File: config.mk
export PLATFORM = sky130hd
export DESIGN_NAME = idx_ea_gen
export DESIGN_NICKNAME = d
export VERILOG_FILES = /design/src/rtl/ea_pkg.sv /design/src/rtl/ea_offset.sv /design/src/rtl/ea_adder.sv /design/src/rtl/ea_ptr_fetch.sv /design/src/rtl/idx_ea_gen.sv
export SDC_FILE = /design/constraint.sdc
export NUM_CORES = 1
export LEC_CHECK = 0
export BUFFER_PORTS_ARGS = -buffer_cell sky130_fd_sc_hd__buf_2
export CORE_ASPECT_RATIO = 0.6
export CORE_UTILIZATION = 35
export CTS_CLUSTER_DIAMETER = 120
export CTS_CLUSTER_SIZE = 8
export DETAILED_ROUTE_END_ITERATION = 16
export PLACE_DENSITY = 0.64
export SYNTH_ARGS = -nofsm -noshare
export SYNTH_HDL_FRONTEND = slang
export SYNTH_HIERARCHICAL = 1
export SYNTH_SLANG_ARGS = --single-unit
File: constraint.sdc
create_clock -name clk -period 2.4 [get_ports clk]
set_input_delay 0.36 -clock clk [delete_from_list [all_inputs] [get_ports clk]]
set_output_delay 0.36 -clock clk [all_outputs]
set_load 0.05 [all_outputs]
File: src/rtl/ea_pkg.sv
package ea_pkg;
  typedef enum logic [3:0] {
    M_CS      = 4'd0,
    M_CM      = 4'd1,
    M_CL      = 4'd2,
    M_PRE_UP  = 4'd3,
    M_PRE_DN  = 4'd4,
    M_POST_UP = 4'd5,
    M_POST_DN = 4'd6,
    M_ACC_LO  = 4'd7,
    M_ACC_HI  = 4'd8,
    M_ACC_W   = 4'd9,
    M_IND_C   = 4'd10,
    M_IND_W   = 4'd11
  } ea_mode_e;

  typedef enum logic [1:0] {
    B_X  = 2'd0,
    B_Y  = 2'd1,
    B_SP = 2'd2,
    B_PC = 2'd3
  } base_sel_e;
endpackage

File: src/rtl/ea_offset.sv
module ea_offset
  import ea_pkg::*;
#(
  parameter int AW      = 16,
  parameter int DW      = 8,
  parameter int SHORT_W = 5,
  parameter int MID_W   = 9,
  parameter int STEP_W  = 3
) (
  input  logic [3:0]    mode_i,
  input  logic [AW-1:0] offset_i,
  input  logic [DW-1:0] acc_a_i,
  input  logic [DW-1:0] acc_b_i,
  output logic [AW-1:0] off_o,
  output logic [AW-1:0] step_o,
  output logic          adj_o,
  output logic          adj_up_o,
  output logic          adj_pre_o,
  output logic          ind_o,
  output logic          bad_o
);
  localparam int ACC_PAD = AW - DW;

  logic [AW-1:0] off_short, off_mid, acc_pair;

  assign off_short = {{(AW-SHORT_W){offset_i[SHORT_W-1]}}, offset_i[SHORT_W-1:0]};
  assign off_mid   = {{(AW-MID_W){offset_i[MID_W-1]}}, offset_i[MID_W-1:0]};
  assign acc_pair  = {acc_a_i, acc_b_i};
  assign step_o    = {{(AW-STEP_W){1'b0}}, offset_i[STEP_W-1:0]} + {{(AW-1){1'b0}}, 1'b1};

  always_comb begin
    off_o     = '0;
    adj_o     = 1'b0;
    adj_up_o  = 1'b0;
    adj_pre_o = 1'b0;
    ind_o     = 1'b0;
    bad_o     = 1'b0;
    case (mode_i)
      M_CS:      off_o = off_short;
      M_CM:      off_o = off_mid;
      M_CL:      off_o = offset_i;
      M_PRE_UP:  begin adj_o = 1'b1; adj_up_o = 1'b1; adj_pre_o = 1'b1; end
      M_PRE_DN:  begin adj_o = 1'b1; adj_pre_o = 1'b1; end
      M_POST_UP: begin adj_o = 1'b1; adj_up_o = 1'b1; end
      M_POST_DN: adj_o = 1'b1;
      M_ACC_LO:  off_o = {{ACC_PAD{1'b0}}, acc_a_i};
      M_ACC_HI:  off_o = {{ACC_PAD{1'b0}}, acc_b_i};
      M_ACC_W:   off_o = acc_pair;
      M_IND_C:   begin off_o = offset_i; ind_o = 1'b1; end
      M_IND_W:   begin off_o = acc_pair; ind_o = 1'b1; end
      default:   bad_o = 1'b1;
    endcase
  end
endmodule

File: src/rtl/ea_adder.sv
module ea_adder
  import ea_pkg::*;
#(
  parameter int AW = 16
) (
  input  logic [1:0]    sel_i,
  input  logic [AW-1:0] x_i,
  input  logic [AW-1:0] y_i,
  input  logic [AW-1:0] sp_i,
  input  logic [AW-1:0] pc_i,
  input  logic [AW-1:0] off_i,
  input  logic [AW-1:0] step_i,
  input  logic          adj_i,
  input  logic          adj_up_i,
  input  logic          adj_pre_i,
  output logic [AW-1:0] ea_o,
  output logic [AW-1:0] base_o,
  output logic          wr_o
);
  logic [AW-1:0] base, sum, adjusted;

  always_comb begin
    case (sel_i)
      B_X:     base = x_i;
      B_Y:     base = y_i;
      B_SP:    base = sp_i;
      default: base = pc_i;
    endcase
  end

  assign sum      = base + off_i;
  assign adjusted = adj_up_i ? (base + step_i) : (base - step_i);

  always_comb begin
    if (adj_i) begin
      ea_o   = adj_pre_i ? adjusted : base;
      base_o = adjusted;
      wr_o   = 1'b1;
    end else begin
      ea_o   = sum;
      base_o = base;
      wr_o   = 1'b0;
    end
  end
endmodule

File: src/rtl/ea_ptr_fetch.sv
module ea_ptr_fetch #(
  parameter int AW = 16,
  parameter int DW = 8
) (
  input  logic          clk,
  input  logic          rst_n,
  input  logic          start_i,
  input  logic [AW-1:0] addr_i,
  output logic          done_o,
  output logic [AW-1:0] ptr_o,
  output logic          mem_req_valid,
  input  logic          mem_req_ready,
  output logic [AW-1:0] mem_addr,
  input  logic          mem_rsp_valid,
  input  logic [DW-1:0] mem_rsp_data
);
  typedef enum logic [2:0] {PF_IDLE, PF_REQ_HI, PF_WAIT_HI, PF_REQ_LO, PF_WAIT_LO} pf_state_e;

  pf_state_e     st;
  logic [AW-1:0] addr_q;
  logic [DW-1:0] hi_q;

  assign mem_req_valid = (st == PF_REQ_HI) || (st == PF_REQ_LO);
  assign mem_addr      = (st == PF_REQ_LO) ? (addr_q + {{(AW-1){1'b0}}, 1'b1}) : addr_q;

  always_ff @(posedge clk or negedge rst_n) begin
    if (!rst_n) begin
      st     <= PF_IDLE;
      addr_q <= '0;
      hi_q   <= '0;
      ptr_o  <= '0;
      done_o <= 1'b0;
    end else begin
      done_o <= 1'b0;
      case (st)
        PF_IDLE:    if (start_i) begin addr_q <= addr_i; st <= PF_REQ_HI; end
        PF_REQ_HI:  if (mem_req_ready) st <= PF_WAIT_HI;
        PF_WAIT_HI: if (mem_rsp_valid) begin hi_q <= mem_rsp_data; st <= PF_REQ_LO; end
        PF_REQ_LO:  if (mem_req_ready) st <= PF_WAIT_LO;
        PF_WAIT_LO: if (mem_rsp_valid) begin
          ptr_o  <= {hi_q, mem_rsp_data};
          done_o <= 1'b1;
          st     <= PF_IDLE;
        end
        default:    st <= PF_IDLE;
      endcase
    end
  end

  p_addr_hold_r12: assert property (@(posedge clk) disable iff (!rst_n)
    mem_req_valid && !mem_req_ready |=> mem_req_valid && $stable(mem_addr));

  p_lo_follows_hi_r7: assert property (@(posedge clk) disable iff (!rst_n)
    (st == PF_REQ_LO) |-> (mem_addr == addr_q + {{(AW-1){1'b0}}, 1'b1}));
endmodule

File: src/rtl/idx_ea_gen.sv
module idx_ea_gen
  import ea_pkg::*;
#(
  parameter int AW      = 16,
  parameter int DW      = 8,
  parameter int SHORT_W = 5,
  parameter int MID_W   = 9,
  parameter int STEP_W  = 3
) (
  input  logic          clk,
  input  logic          rst_n,
  input  logic          req_valid,
  output logic          req_ready,
  input  logic [3:0]    req_mode,
  input  logic [1:0]    req_base_sel,
  input  logic [AW-1:0] req_offset,
  input  logic [AW-1:0] reg_x,
  input  logic [AW-1:0] reg_y,
  input  logic [AW-1:0] reg_sp,
  input  logic [AW-1:0] reg_pc,
  input  logic [DW-1:0] acc_a,
  input  logic [DW-1:0] acc_b,
  output logic          res_valid,
  input  logic          res_ready,
  output logic [AW-1:0] res_ea,
  output logic [AW-1:0] res_base,
  output logic          res_base_wr,
  output logic          res_err,
  output logic          mem_req_valid,
  input  logic          mem_req_ready,
  output logic [AW-1:0] mem_addr,
  input  logic          mem_rsp_valid,
  input  logic [DW-1:0] mem_rsp_data
);
  typedef enum logic [1:0] {T_IDLE, T_IND, T_DONE} top_state_e;

  top_state_e    st;
  logic [AW-1:0] off, step, ea_c, base_c, ptr;
  logic          adj, adj_up, adj_pre, ind, bad, wr_c, pf_done, accept;

  ea_offset #(.AW(AW), .DW(DW), .SHORT_W(SHORT_W), .MID_W(MID_W), .STEP_W(STEP_W)) u_off (
    .mode_i(req_mode), .offset_i(req_offset), .acc_a_i(acc_a), .acc_b_i(acc_b),
    .off_o(off), .step_o(step), .adj_o(adj), .adj_up_o(adj_up), .adj_pre_o(adj_pre),
    .ind_o(ind), .bad_o(bad)
  );

  ea_adder #(.AW(AW)) u_add (
    .sel_i(req_base_sel), .x_i(reg_x), .y_i(reg_y), .sp_i(reg_sp), .pc_i(reg_pc),
    .off_i(off), .step_i(step), .adj_i(adj), .adj_up_i(adj_up), .adj_pre_i(adj_pre),
    .ea_o(ea_c), .base_o(base_c), .wr_o(wr_c)
  );

  assign req_ready = (st == T_IDLE);
  assign res_valid = (st == T_DONE);
  assign accept    = req_valid && req_ready;

  ea_ptr_fetch #(.AW(AW), .DW(DW)) u_pf (
    .clk(clk), .rst_n(rst_n), .start_i(accept && ind), .addr_i(ea_c),
    .done_o(pf_done), .ptr_o(ptr),
    .mem_req_valid(mem_req_valid), .mem_req_ready(mem_req_ready), .mem_addr(mem_addr),
    .mem_rsp_valid(mem_rsp_valid), .mem_rsp_data(mem_rsp_data)
  );

  always_ff @(posedge clk or negedge rst_n) begin
    if (!rst_n) begin
      st          <= T_IDLE;
      res_ea      <= '0;
      res_base    <= '0;
      res_base_wr <= 1'b0;
      res_err     <= 1'b0;
    end else begin
      case (st)
        T_IDLE: if (accept) begin
          res_base    <= base_c;
          res_base_wr <= wr_c;
          res_err     <= bad;
          if (ind) begin
            st <= T_IND;
          end else begin
            res_ea <= ea_c;
            st     <= T_DONE;
          end
        end
        T_IND:  if (pf_done) begin res_ea <= ptr; st <= T_DONE; end
        T_DONE: if (res_ready) st <= T_IDLE;
        default: st <= T_IDLE;
      endcase
    end
  end

  p_hold_r11: assert property (@(posedge clk) disable iff (!rst_n)
    res_valid && !res_ready |=> res_valid && $stable(res_ea) && $stable(res_base)
      && $stable(res_base_wr) && $stable(res_err));

  p_busy_r11: assert property (@(posedge clk) disable iff (!rst_n)
    res_valid |-> !req_ready);

  p_err_nowr_r8: assert property (@(posedge clk) disable iff (!rst_n)
    res_valid && res_err |-> !res_base_wr);

  p_mem_quiet_r12: assert property (@(posedge clk) disable iff (!rst_n)
    (st != T_IND) |-> !mem_req_valid);
endmodule

Word level (Yosys, flattened, before mapping):

Cells that the tools add are included.

* word-level logic and storage cells: 95
* bits in registers: 80
* output and inout bits: 53
* input bits: 116

* mux-type cells: 30
* equal/unequal tests: 28
* add/subtract/negate cells: 5
* reductions and logical operators: 22

Operators by type and width (number)
* $mux 16: 8
* $pmux 16 s6: 1
* $pmux 16 s3: 1
* $pmux 16 s2: 1
* $add 16x1->16 const B: 1
* $add 16x16->16: 1
* $add 16x4->16: 1
* $eq 4x3->1 const B: 4
* $eq 4x4->1 const B: 4
* $sub 16x4->16: 1
* $mux 3: 5
* $pmux 3 s5: 1
* $reduce_or 12->1: 1
* $ne 2x2->1 const B: 5
* $reduce_or 2->1: 5
* $eq 4x2->1 const B: 2
* $mux 1: 8
* $mux 2: 4
* $ne 2x1->1 const B: 4
* $reduce_and 2->1: 4
* $eq 3x2->1 const B: 2
* $pmux 2 s3: 1
* $reduce_and 5->1: 1
* $add 3x1->4 const B: 1
* other kinds (14): 18

Longest topological paths before layout:

* word-level depth: 9
* gate-level depth with buffers: 18
* mapped depth without buffers: 17

Cells and area by module:

The synthesis kept the hierarchy.

By module, submodules not included
* ea_adder: cells each 381, seq. area each 0.0 um^2, area an instance 2936.6 um^2, times used 1
* ea_ptr_fetch: cells each 147, seq. area each 1101.1 um^2, area an instance 2000.7 um^2, times used 1
* idx_ea_gen: cells each 103, seq. area each 900.9 um^2, area an instance 1626.6 um^2, times used 1
* ea_offset: cells each 76, seq. area each 0.0 um^2, area an instance 590.6 um^2, times used 1

Worst setup path after synthesis:

OpenSTA, ideal clock, no wires.

* path type: input -> register
* start: input port req_mode[1]
* end: register res_ea[11]
* data arrival time: 3.944 ns
* slack: -1.668 ns
* required time: 2.275 ns
* cell stages on the path: 18
* cells stage by stage: buf_4 -> xnor2_1 -> nor3b_1 -> buf_2 -> buf_1 -> mux2_2 -> ha_1 -> a21o_1 -> o31ai_2 -> o211ai_2 -> a21oi_4 -> o31a_4 -> o21ai_4 -> xnor2_2 -> and3_1 -> or3_1 -> mux2_2 -> mux2_2

* cells in the longest elaborated chain, start to end: 9

RTL lines
* start, declared: RTL line idx_ea_gen.sv:14 `input logic [3:0] req_mode,`
* $eq 4x2->1 or $eq 4x3->1 (tied branches): RTL line ea_offset.sv:38 `case (mode_i)`
* $reduce_or 2->1 (no line) (*)
* $mux 1 (*): RTL line ea_offset.sv:38
* named net adj_up: RTL line idx_ea_gen.sv:39 `logic adj, adj_up, adj_pre, ind, bad, wr_c, pf_done, accept;`
* $mux 16 (*): RTL line ea_adder.sv:32 `assign adjusted = adj_up_i ? (base + step_i) : (base - step_i);`
* $mux 16 (*): RTL line ea_adder.sv:36 `ea_o = adj_pre_i ? adjusted : base;`
* $mux 16 (*): RTL line ea_adder.sv:35 `if (adj_i) begin`
* named net ea_c[11]: RTL line idx_ea_gen.sv:38 `logic [AW-1:0] off, step, ea_c, base_c, ptr;`
* $mux 16 (*): RTL line idx_ea_gen.sv:77 `if (ind) begin`
* $mux 16 (*): RTL line idx_ea_gen.sv:73 `T_IDLE: if (accept) begin`
* $pmux 16 s2 (*): RTL line idx_ea_gen.sv:72 `case (st)`
* end signal, assigned: RTL line idx_ea_gen.sv:67 `res_ea <= '0;`
* end signal, assigned: RTL line idx_ea_gen.sv:80 `res_ea <= ea_c;`
* end signal, assigned: RTL line idx_ea_gen.sv:84 `T_IND: if (pf_done) begin res_ea <= ptr; st <= T_DONE; end`
* end, declared: RTL line idx_ea_gen.sv:25 `output logic [AW-1:0] res_ea,`

The timed path passes the listed nets; every way through them passes the cells marked *. The select of a mux whose other input is x is not followed.
A chain may end at the register's enable or synchronous reset.

Final worst setup path:

* start: input port req_mode[0]
* end: register res_ea[10]

RTL lines
* $eq 4x4->1 or $eq 4x2->1 (tied branches): RTL line ea_offset.sv:38
* $reduce_or 2->1 (no line)
* $pmux 16 s6 (*): RTL line ea_offset.sv:38
* named net off[0]: RTL line idx_ea_gen.sv:38
* $add 16x16->16 (*): RTL line ea_adder.sv:31 `assign sum = base + off_i;`
* $mux 16 (*): RTL line ea_adder.sv:35
* named net ea_c[10]: RTL line idx_ea_gen.sv:38
* $mux 16 (*): RTL line idx_ea_gen.sv:77
* $mux 16 (*): RTL line idx_ea_gen.sv:73
* $pmux 16 s2 (*): RTL line idx_ea_gen.sv:72

Marks and branches as above.

==> qor.txt <==
share of layout cells above drive strength 1 - 63.3%
initial antenna violation count - 0
Port Buf Inserts - 168
Fmax achieved - 288 MHz
setup TNS - -28.61 ns
Critical Path RT - 2.61 ns
Die Height - 113 microns
Post-synth EDFFs - 0
total track usage - 24.1%
DP Worst Slack - -1.53 ns
vias per cell - 5.19
post-layout min period - 3.47 ns
syn avg cell area - 10.1 sq um
CTS tree - yes
Max-slew headroom - 52.2%
ys flop type - dfrtp_1
Placer Congestion - 0.895
Netlist cell types - 88
reg-to-reg endpoint - u_pf/addr_q[0]
via count - 6,995
met3 routed WL - 1610 microns
die area - 21,000 sq um
Core Util, Final - 56.5%
I/O Pins - 169
CP endpoint kind - register
dpl hpwl - 19,400 microns
Hold Violations, Final - 0
min-delay src - mem_req_ready
final period utilization - 145%
Slew @ Worst Pin - 0.717 ns
Hold EP - u_pf/st[0]
routed wl met2 - 10,800 microns
root buffer cell - clkbuf_16
P per Cell Area - 899 nW/um^2
Max Cap Viol - 0
CTS clk-pin slew, worst paths - 0.06 ns
clk sink count - 80
Routed Antenna Nets - 0
number of global-route vias before repair - 7,233
Max VDD drop - 0.000647 V
Synth area leader - dfrtp_1
Initial Util - 35.7%
clock buffer depth - 2
drt first pass iters - 5
non-filler cells, final - 1,348
Reg2Reg Launch Point - st[0]
total CTS buffers - 9
Filler Cells Inserted - 1,717
sum of routed wire segments on met1 - 12,600 microns
worst reg2reg path depth - 5
status - complete, but fails checks
final clock skew - 0.00760 ns
Yosys top cell area share - 28.0%
Worst Slack Setup Final - -1.07 ns
H-tree depth - 3
# diodes - 0
Final setup violation count - 42
drt initial violations - 360
Critical Path AT - 3.69 ns
largest net degree at the start of global routing - 40
Area Overhead vs Synth - 58.2%
nets@finish - 1,214
Final Max Tran Viols - 0
core area - 20,000 sq um
top cells by area, synth - dfrtp_1, mux2_2, xnor2_1, mux4_2, ha_1
Async SR Flop Fraction - 100%
RSZ-0062 raised after global routing - true
Crit Path Category - in2reg
Post-Place Cells - 1,299
final wirelength - 25,200 microns
crit path max fanout - 6
crit path launch type - primary input
first-pass GRT wire length - 39,600 microns
uppermost layer routed - met4
DRC viols - 0
Hold Path Class - in2reg
Seq/Total Area, Yosys - 28.0%
wire per inst - 18.7 microns
Post-Synthesis Cells - 707
Yosys warnings - 6
Yosys reg bits - 80
leakage - 0.00529 uW
grt ovf - 0
Die W - 187 microns
Mapped Area - 7150 sq um
FF-to-FF setup slack - 0.62 ns
WHS Path Cells - 2
Clk Latency, worst-skew pair - 0.33 ns
Rows - 40
violated checks - negative setup slack
-- flip-flops by register name, indices dropped and copies added (netlist names) --
| signal | flops |
|---|---|
| res_err | 1 |
| u_pf/st | 3 |
| st | 2 |
| u_pf/ptr_o | 16 |
| u_pf/addr_q | 16 |
| res_base | 16 |
| res_base_wr | 1 |
| res_ea | 16 |
| u_pf/hi_q | 8 |
| u_pf/done_o | 1 |
-- logic make-up (layout without fill, tap and decap cells) --
family / count (synthesis) / count (layout) / share of synthesized area [%]
mux: 119 / 119 / 21.5
other cells: 1 / 12 / 0.0524
buf+inv: 68 / 425 / 5.63
fa+ha+maj: 30 / 30 / 5.39
simple gates: 204 / 204 / 15.9
flops: 80 / 80 / 28.0
compound gates: 140 / 140 / 15.0
xor+xnor: 65 / 65 / 8.57
-- cell usage after synthesis (12+ instances only) --
library cell  count
a21oi_1          25
a221o_1          13
a31oi_1          12
and2_1           13
and3_1           13
buf_4            15
dfrtp_1          80
ha_1             26
inv_1            19
mux2_2           86
mux4_2           15
nand2_1          61
nor2_1           33
nor3_1           13
o21ai_0          18
xnor2_1          39
xor2_1           22
-- worst max path at each step --
stage	from	slack (ns)	to	cells past startpoint
6_report	req_mode[0]	-1.07	res_ea[10]	19
5_1_grt	req_mode[0]	-1.17	res_ea[10]	19
4_1_cts	req_mode[0]	-1.03	res_ea[14]	18
3_5_place_dp	req_base_sel[0]	-1.53	res_ea[14]	16
3_3_place_gp	req_mode[2]	-1.49	res_ea[11]	16
2_1_floorplan	req_mode[1]	-1.31	res_ea[11]	18
-- cell usage in the layout, fill, tap and decap left out, types with 9 or more instances in the layout --
cell type	synthesis	layout
a21o_1	9	9
mux2_2	86	45
buf_2	11	155
a31oi_1	12	10
a221o_1	13	13
xor2_1	22	18
mux4_2	15	15
nand2_1	61	49
dfrtp_1	80	80
o21ai_2	1	12
and2_1	13	9
mux2_4	9	50
clkbuf_16	0	9
buf_4	15	194
xnor2_2	1	11
a21oi_2	3	17
inv_1	19	15
conb_1	1	12
ha_1	26	19
xnor2_1	39	24
o21ai_1	9	10
nor2_1	33	26
buf_6	8	28
nand3_1	11	10
-- report_power, final --
part	switching, uW	total, uW	internal [uW]
clock	582	1400	819
sequential	515	2480	1970
combinational	3570	6280	2720
-- repair_timing --
item	in CTS	in global routing
gates cloned	0	0
pin swaps	106	74
hold endpoints to repair	22	0
hold buffers	1	0
endpoints found under the setup margin	48	51
setup buffers	43	18
gates resized for setup	173	73
-- final cells by class --
cell class              instances  area [sq um]  share of cell area, %
clock buffers                   9           225                   1.99
well taps                     273           342                   3.02
inverters                      19          71.3                  0.630
multi-input cells             570          5840                   51.6
clock inverters                 7          77.6                  0.686
repair buffers                390          2760                   24.4
flip-flops and latches         80          2000                   17.7
-- worst max-delay path, cell delays in order --
cell	delay (ns)
buf_8	0.10
buf_12	0.13
a211oi_4	0.29
a221o_1	0.30
ha_4	0.17
inv_2	0.04
fa_2	0.39
nor2b_2	0.14
o21ai_2	0.09
a311oi_2	0.38
buf_4	0.18
o21ai_2	0.05
nand2b_1	0.09
a31oi_1	0.10
xnor2_1	0.17
nand2_1	0.10
o21ai_2	0.08
mux2_4	0.28
mux2_4	0.25
-- metrics by stage --
step	hold slack, ns	cell area [sq um]	power [uW]
finish	0.242	11300	10200
global route	0.240	11300	10700
CTS	0.232	11000	9980
detailed placement	0.296	9700	7900
global placement	0.290	9700	7800
floorplan	0.0644	7410	6160
-- layer usage --
layer | vias to the layer above | track usage (%)
met1 | 3455 | 36.3
met2 | 215 | 36.1
met5 | - | 0
met4 | 0 | 3.17
met3 | 20 | 4.99
li1 | 3305 | -
Power figures use the tool's default switching activity.
